$ cat config.mk
export PLATFORM = sky130hd
export DESIGN_NAME = ppc_copy_unit
export DESIGN_NICKNAME = d
export VERILOG_FILES = /design/src/rtl/ppc_pkg.sv /design/src/rtl/ppc_decode.sv /design/src/rtl/ppc_exec.sv /design/src/rtl/ppc_copy_unit.sv
export SDC_FILE = /design/constraint.sdc
export NUM_CORES = 1
export LEC_CHECK = 0
export BUFFER_PORTS_ARGS = -buffer_cell sky130_fd_sc_hd__buf_2
export CAP_MARGIN = 10
export CORE_AREA = 4 4 175 177
export DETAILED_ROUTE_END_ITERATION = 12
export DIE_AREA = 0 0 179 181
export PLACE_DENSITY = 0.36
export RECOVER_POWER = 50
export REMOVE_ABC_BUFFERS = 1
export SYNTH_ARGS = -nofsm -noshare
export SYNTH_HDL_FRONTEND = slang
export SYNTH_SLANG_ARGS = --single-unit
$ cat constraint.sdc
create_clock -name vclk -period 3.36
set_clock_uncertainty 0.05 [all_clocks]
set_input_delay 0.336 -clock vclk [all_inputs]
set_output_delay 0.336 -clock vclk [all_outputs]
set_load 0.05 [all_outputs]
$ cat src/rtl/ppc_pkg.sv
package ppc_pkg;

  localparam int unsigned INSN_W    = 32;
  localparam int unsigned REG_IDX_W = 5;

  localparam logic [5:0] OPC_WIDE   = 6'h1C;
  localparam logic [5:0] FN_GRP_HI  = 6'h29;
  localparam logic [5:0] FN_GRP_LO  = 6'h09;
  localparam logic [4:0] SA_HBCAST  = 5'h1B;
  localparam logic [4:0] SA_UPACK   = 5'h0E;
  localparam logic [4:0] SA_LPACK   = 5'h0E;

  typedef enum logic [1:0] {
    CP_NONE  = 2'd0,
    CP_HBC   = 2'd1,
    CP_UPACK = 2'd2,
    CP_LPACK = 2'd3
  } copy_op_e;

  typedef struct packed {
    logic [5:0]           opc;
    logic [REG_IDX_W-1:0] rs;
    logic [REG_IDX_W-1:0] rt;
    logic [REG_IDX_W-1:0] rd;
    logic [4:0]           sa;
    logic [5:0]           fn;
  } insn_fields_t;

endpackage

$ cat src/rtl/ppc_decode.sv
module ppc_decode
  import ppc_pkg::*;
(
  input  logic [INSN_W-1:0]    instr_i,
  input  logic                 strict_i,
  output copy_op_e             op_o,
  output logic                 valid_o,
  output logic [REG_IDX_W-1:0] rd_o,
  output logic                 wr_en_o,
  output logic                 trap_o
);

  insn_fields_t f;
  logic         in_group;
  logic         unused_ok;

  assign f = insn_fields_t'(instr_i);

  // rs and rt indices are resolved by the operand read, not here
  assign unused_ok = ^{f.rs, f.rt};

  always_comb begin
    op_o     = CP_NONE;
    in_group = (f.opc == OPC_WIDE) &&
               ((f.fn == FN_GRP_HI) || (f.fn == FN_GRP_LO));
    if (f.opc == OPC_WIDE) begin
      if ((f.fn == FN_GRP_HI) && (f.sa == SA_HBCAST)) begin
        op_o = CP_HBC;
      end else if ((f.fn == FN_GRP_HI) && (f.sa == SA_UPACK)) begin
        op_o = CP_UPACK;
      end else if ((f.fn == FN_GRP_LO) && (f.sa == SA_LPACK)) begin
        op_o = CP_LPACK;
      end
    end
    valid_o = (op_o != CP_NONE);
    trap_o  = strict_i && in_group && !valid_o;
    wr_en_o = valid_o && (f.rd != '0);
    rd_o    = valid_o ? f.rd : '0;
  end

endmodule

$ cat src/rtl/ppc_exec.sv
module ppc_exec
  import ppc_pkg::*;
#(
  parameter int unsigned DATA_W = 128,
  parameter int unsigned HALF_W = 16
)(
  input  copy_op_e          op_i,
  input  logic [DATA_W-1:0] rs_i,
  input  logic [DATA_W-1:0] rt_i,
  output logic [DATA_W-1:0] res_o
);

  localparam int unsigned DW_W  = DATA_W / 2;
  localparam int unsigned LANES = DW_W / HALF_W;

  logic [DATA_W-1:0] bcast;
  logic [DATA_W-1:0] upack;
  logic [DATA_W-1:0] lpack;

  for (genvar g = 0; g < LANES; g++) begin : g_lane
    assign bcast[g*HALF_W +: HALF_W]        = rt_i[0 +: HALF_W];
    assign bcast[DW_W + g*HALF_W +: HALF_W] = rt_i[DW_W +: HALF_W];
  end

  assign upack = {rt_i[DW_W +: DW_W], rs_i[DW_W +: DW_W]};
  assign lpack = {rs_i[0 +: DW_W],    rt_i[0 +: DW_W]};

  always_comb begin
    unique case (op_i)
      CP_HBC:   res_o = bcast;
      CP_UPACK: res_o = upack;
      CP_LPACK: res_o = lpack;
      default:  res_o = '0;
    endcase
  end

endmodule

$ cat src/rtl/ppc_copy_unit.sv
module ppc_copy_unit
  import ppc_pkg::*;
#(
  parameter int unsigned DATA_W   = 128,
  parameter int unsigned HALF_W   = 16,
  parameter int unsigned MIRROR_W = 32
)(
  input  logic [INSN_W-1:0]    instr_i,
  input  logic [DATA_W-1:0]    rs_val_i,
  input  logic [DATA_W-1:0]    rt_val_i,
  input  logic                 strict_i,
  output logic                 valid_o,
  output logic [REG_IDX_W-1:0] rd_o,
  output logic                 wr_en_o,
  output logic [DATA_W-1:0]    wb128_o,
  output logic [MIRROR_W-1:0]  wb32_o,
  output logic                 trap_o
);

  copy_op_e op;

  ppc_decode u_dec (
    .instr_i  (instr_i),
    .strict_i (strict_i),
    .op_o     (op),
    .valid_o  (valid_o),
    .rd_o     (rd_o),
    .wr_en_o  (wr_en_o),
    .trap_o   (trap_o)
  );

  ppc_exec #(
    .DATA_W (DATA_W),
    .HALF_W (HALF_W)
  ) u_exe (
    .op_i  (op),
    .rs_i  (rs_val_i),
    .rt_i  (rt_val_i),
    .res_o (wb128_o)
  );

  assign wb32_o = wb128_o[MIRROR_W-1:0];

endmodule

==> out/qor.csv <==
stage,metric,value,unit
flow_run,maximum capacitance violations,0,
global_routing,number of global-route vias before repair,4242,
placement,Placer Congestion,0.898,
critical_path,data required time at the worst endpoint,2.97,ns
worst_hold_path,number of cells on the worst hold path,3,
power,sw power,0.143,mW
power,internal portion of total power,0.177,mW
routing,wire length after detailed routing,19700,um
sta,RSZ-0062 raised after global routing,false,
power,clock network fraction of design power,0,%
critical_path,critical path cell sequence,buf_2 > nor4b_2 > nand4_4 > buf_12 > o2bb2ai_1 > buf_2,
power,worst vdd rail ir drop,0.0227,mV
layout,final instance area,5120,sq um
yosys,share of the synthesized netlist area taken by xor and xnor gates,0,%
status,outcome,finished clean,
placement,placed wire-length estimate after detailed placement,16700,um
clock_tree,post-CTS repair timing setup buffer count,0,
sta,Worst-Margin Slew,0.690,ns
sta,total negative setup slack,0,ns
power,share of power burned in combinational logic,100.0,%
yosys,synthesized cell area,2780,sq um
sta,Max-slew headroom,53.9,%
layout,final core utilization,17.5,%
yosys,number of instances in the synthesized netlist,342,
power,pwr dens,62.5,nW/um^2
clock_tree,hold_buf cts,0,
sta,Post-Route Hold Slack,1.04,ns
worst_hold_path,HP Class,in2out,
yosys,adder-cell area share of the yosys netlist,0,%
routing,vias per cell,3.84,
power,Sequential Power Share,0,%
sta,top achievable clock speed,0.340,GHz
critical_path,category of the most critical setup path,in2out,
layout,Final Net Count,1023,
global_routing,antenna violations before repair,0,
layout,antenna cell count,0,
floorplanning,count of standard-cell rows,63,
critical_path,cell family with most CP delay,simple AND/OR/NAND/NOR gates,
routing,remaining design rule violation count,0,
floorplanning,core region area,29200,sq um
critical_path,worst path bufs/invs,3,
sta,crit path time final,2.94,ns
power,Switching Fraction,44.6,%
yosys,"Avg Cell Area, Syn",8.13,sq um
global_routing,total gr overflow,0,
yosys,largest family of logic cells by synthesized area,compound AO/OA/AOI/OAI gates,
floorplanning,Starting Density,9.51,%
layout,Clock Buffer Count,0,
routing,number of routed nets with antenna violations,0,
sta,number of max-slew violations in the final report,0,
floorplanning,total I/O pin count,457,
global_routing,Overall Global Routing Usage,10.7,%
global_routing,largest net degree at the start of global routing,94,
yosys,complex-gate fraction of the synthesized area,36.5,%
floorplanning,total die area,32400,sq um
critical_path,largest stage delay on the critical path,0.64,ns
global_routing,wire length of the first global-routing pass,27100,um
critical_path,nature of the critical path startpoint,input port,
layout,fraction of final layout cells with drive strength greater than 1,58.5,%
routing,average wire per standard cell,17.6,um
floorplanning,x dimension of the die,179,um
critical_path,Critical Path Sink Type,primary output,
yosys,post-synthesis sequential area ratio,0,%
sta,final cycle utilization of the critical path,87.6,%
yosys,simple-gate share of the synthesized area,13.9,%
layout,number of sequential storage elements,0,
sta,number of hold violations in the final report,0,
layout,Layout area overhead,84.2,%
routing,first drt pass iteration count,4,
routing,count of routing violations after the opening detailed-route iteration,211,
critical_path,data arrival time of the critical path,2.56,ns
critical_path,maximum fanout encountered on the critical timing path,93,
critical_path,total stage count of the critical path,6,
placement,cell area after placement,5180,sq um
sta,number of setup violations in the final report,0,
critical_path,CP dominant cell by count,sky130_fd_sc_hd__buf_2,
worst_hold_path,beginning of the worst hold path,instr_i[12],
floorplanning,die boundary height,181,um
routing,count of vias placed by the detailed router,4310,
yosys,YS warnings,0,
clock_tree,post_cts resized,0,
placement,port buffer count,447,
yosys,fraction of synthesized area in multiplexers,33.5,%
layout,register area,0,sq um
power,Leak Pwr,2.87,nW
critical_path,Crit. Startpoint,instr_i[4],
critical_path,slowest library cell on the worst path,sky130_fd_sc_hd__nor4b_2,
yosys,count of unique library cells instantiated by Yosys,34,
final cells by class:
cell class,count,area (sq um)
Multi-Input combinational cell,275,2330
Fill cell,3415,24100
Timing Repair Buffer,457,2300
Tap cell,390,488
kinds of logic after synthesis:
| family | Yosys count |
|---|---|
| compound gates | 133 |
| mux | 93 |
| simple gates | 49 |
| buf+inv | 67 |
stage by stage:
step / power [mW] / instances / setup slack (ns)
5_1_grt: 0.352 / 1122 / 0.288
3_3_place_gp: 0.323 / 1122 / 0.685
2_1_floorplan: 0.0914 / 275 / -1.14
6_report: 0.320 / 1122 / 0.415
4_1_cts: 0.326 / 1122 / 0.660
3_5_place_dp: 0.325 / 1122 / 0.662
worst paths after layout:
kind / to / slack (ns)
min: rd_o[1] / 1.04
max: wb128_o[19] / 0.42
routing by layer:
| metal | vias to the layer above | share of wire [%] | global-route usage, % |
|---|---|---|---|
| met3 | 6 | 6.2 | 0.900 |
| li1 | 2118 | - | - |
| met2 | 192 | 52 | 19.6 |
| met1 | 1994 | 41 | 14.3 |
| met5 | - | 0 | 0 |
| met4 | 0 | 0.38 | 0.368 |
power by group through the flow:
stage	registers (mW)	clock network (mW)	logic, mW
2_1_floorplan	0	0	0.0914
3_3_place_gp	0	0	0.323
3_5_place_dp	0	0	0.325
4_1_cts	0	0	0.326
5_1_grt	0	0	0.352
6_report	0	0	0.320
placed cells by master, fill, tap and decap left out, drive strengths merged:
| cell type | Yosys | routed |
|---|---|---|
| a211oi | 1 | 1 |
| a21oi | 1 | 1 |
| a22o | 19 | 19 |
| a32o | 16 | 16 |
| and2 | 6 | 6 |
| and3b | 1 | 1 |
| and4 | 1 | 1 |
| and4b | 1 | 1 |
| and4bb | 1 | 1 |
| buf | 60 | 414 |
| clkbuf | 7 | 43 |
| mux2i | 93 | 93 |
| nand2 | 9 | 9 |
| nand3 | 17 | 17 |
| nand4 | 1 | 1 |
| nand4b | 2 | 2 |
| nor2 | 3 | 3 |
| nor3 | 1 | 1 |
| nor3b | 2 | 2 |
| nor4b | 2 | 2 |
| o21a | 2 | 2 |
| o21ai | 49 | 49 |
| o2bb2ai | 45 | 45 |
| or3b | 1 | 1 |
| or4 | 1 | 1 |
tightest hold or removal path: cells and delay by family:
family / cells / cell delay [ns]
buf+inv: 2 / 0.30
simple gates: 1 / 0.12
cell usage after synthesis (all sizes together):
cell	count	share of area [%]
a211oi	1	0.45
a21oi	1	0.32
a22o	19	6.0
a32o	16	5.8
and2	6	1.4
and3b	1	0.32
and4	1	0.32
and4b	1	0.36
and4bb	1	0.45
buf	60	15
clkbuf	7	0.95
mux2i	93	33
nand2	9	1.2
nand3	17	3.2
nand4	1	0.45
nand4b	2	1.2
nor2	3	1.8
nor3	1	0.59
nor3b	2	0.54
nor4b	2	1.4
o21a	2	0.81
o21ai	49	9.0
o2bb2ai	45	14
or3b	1	0.41
or4	1	0.27
(Power assumes the default switching activity.)
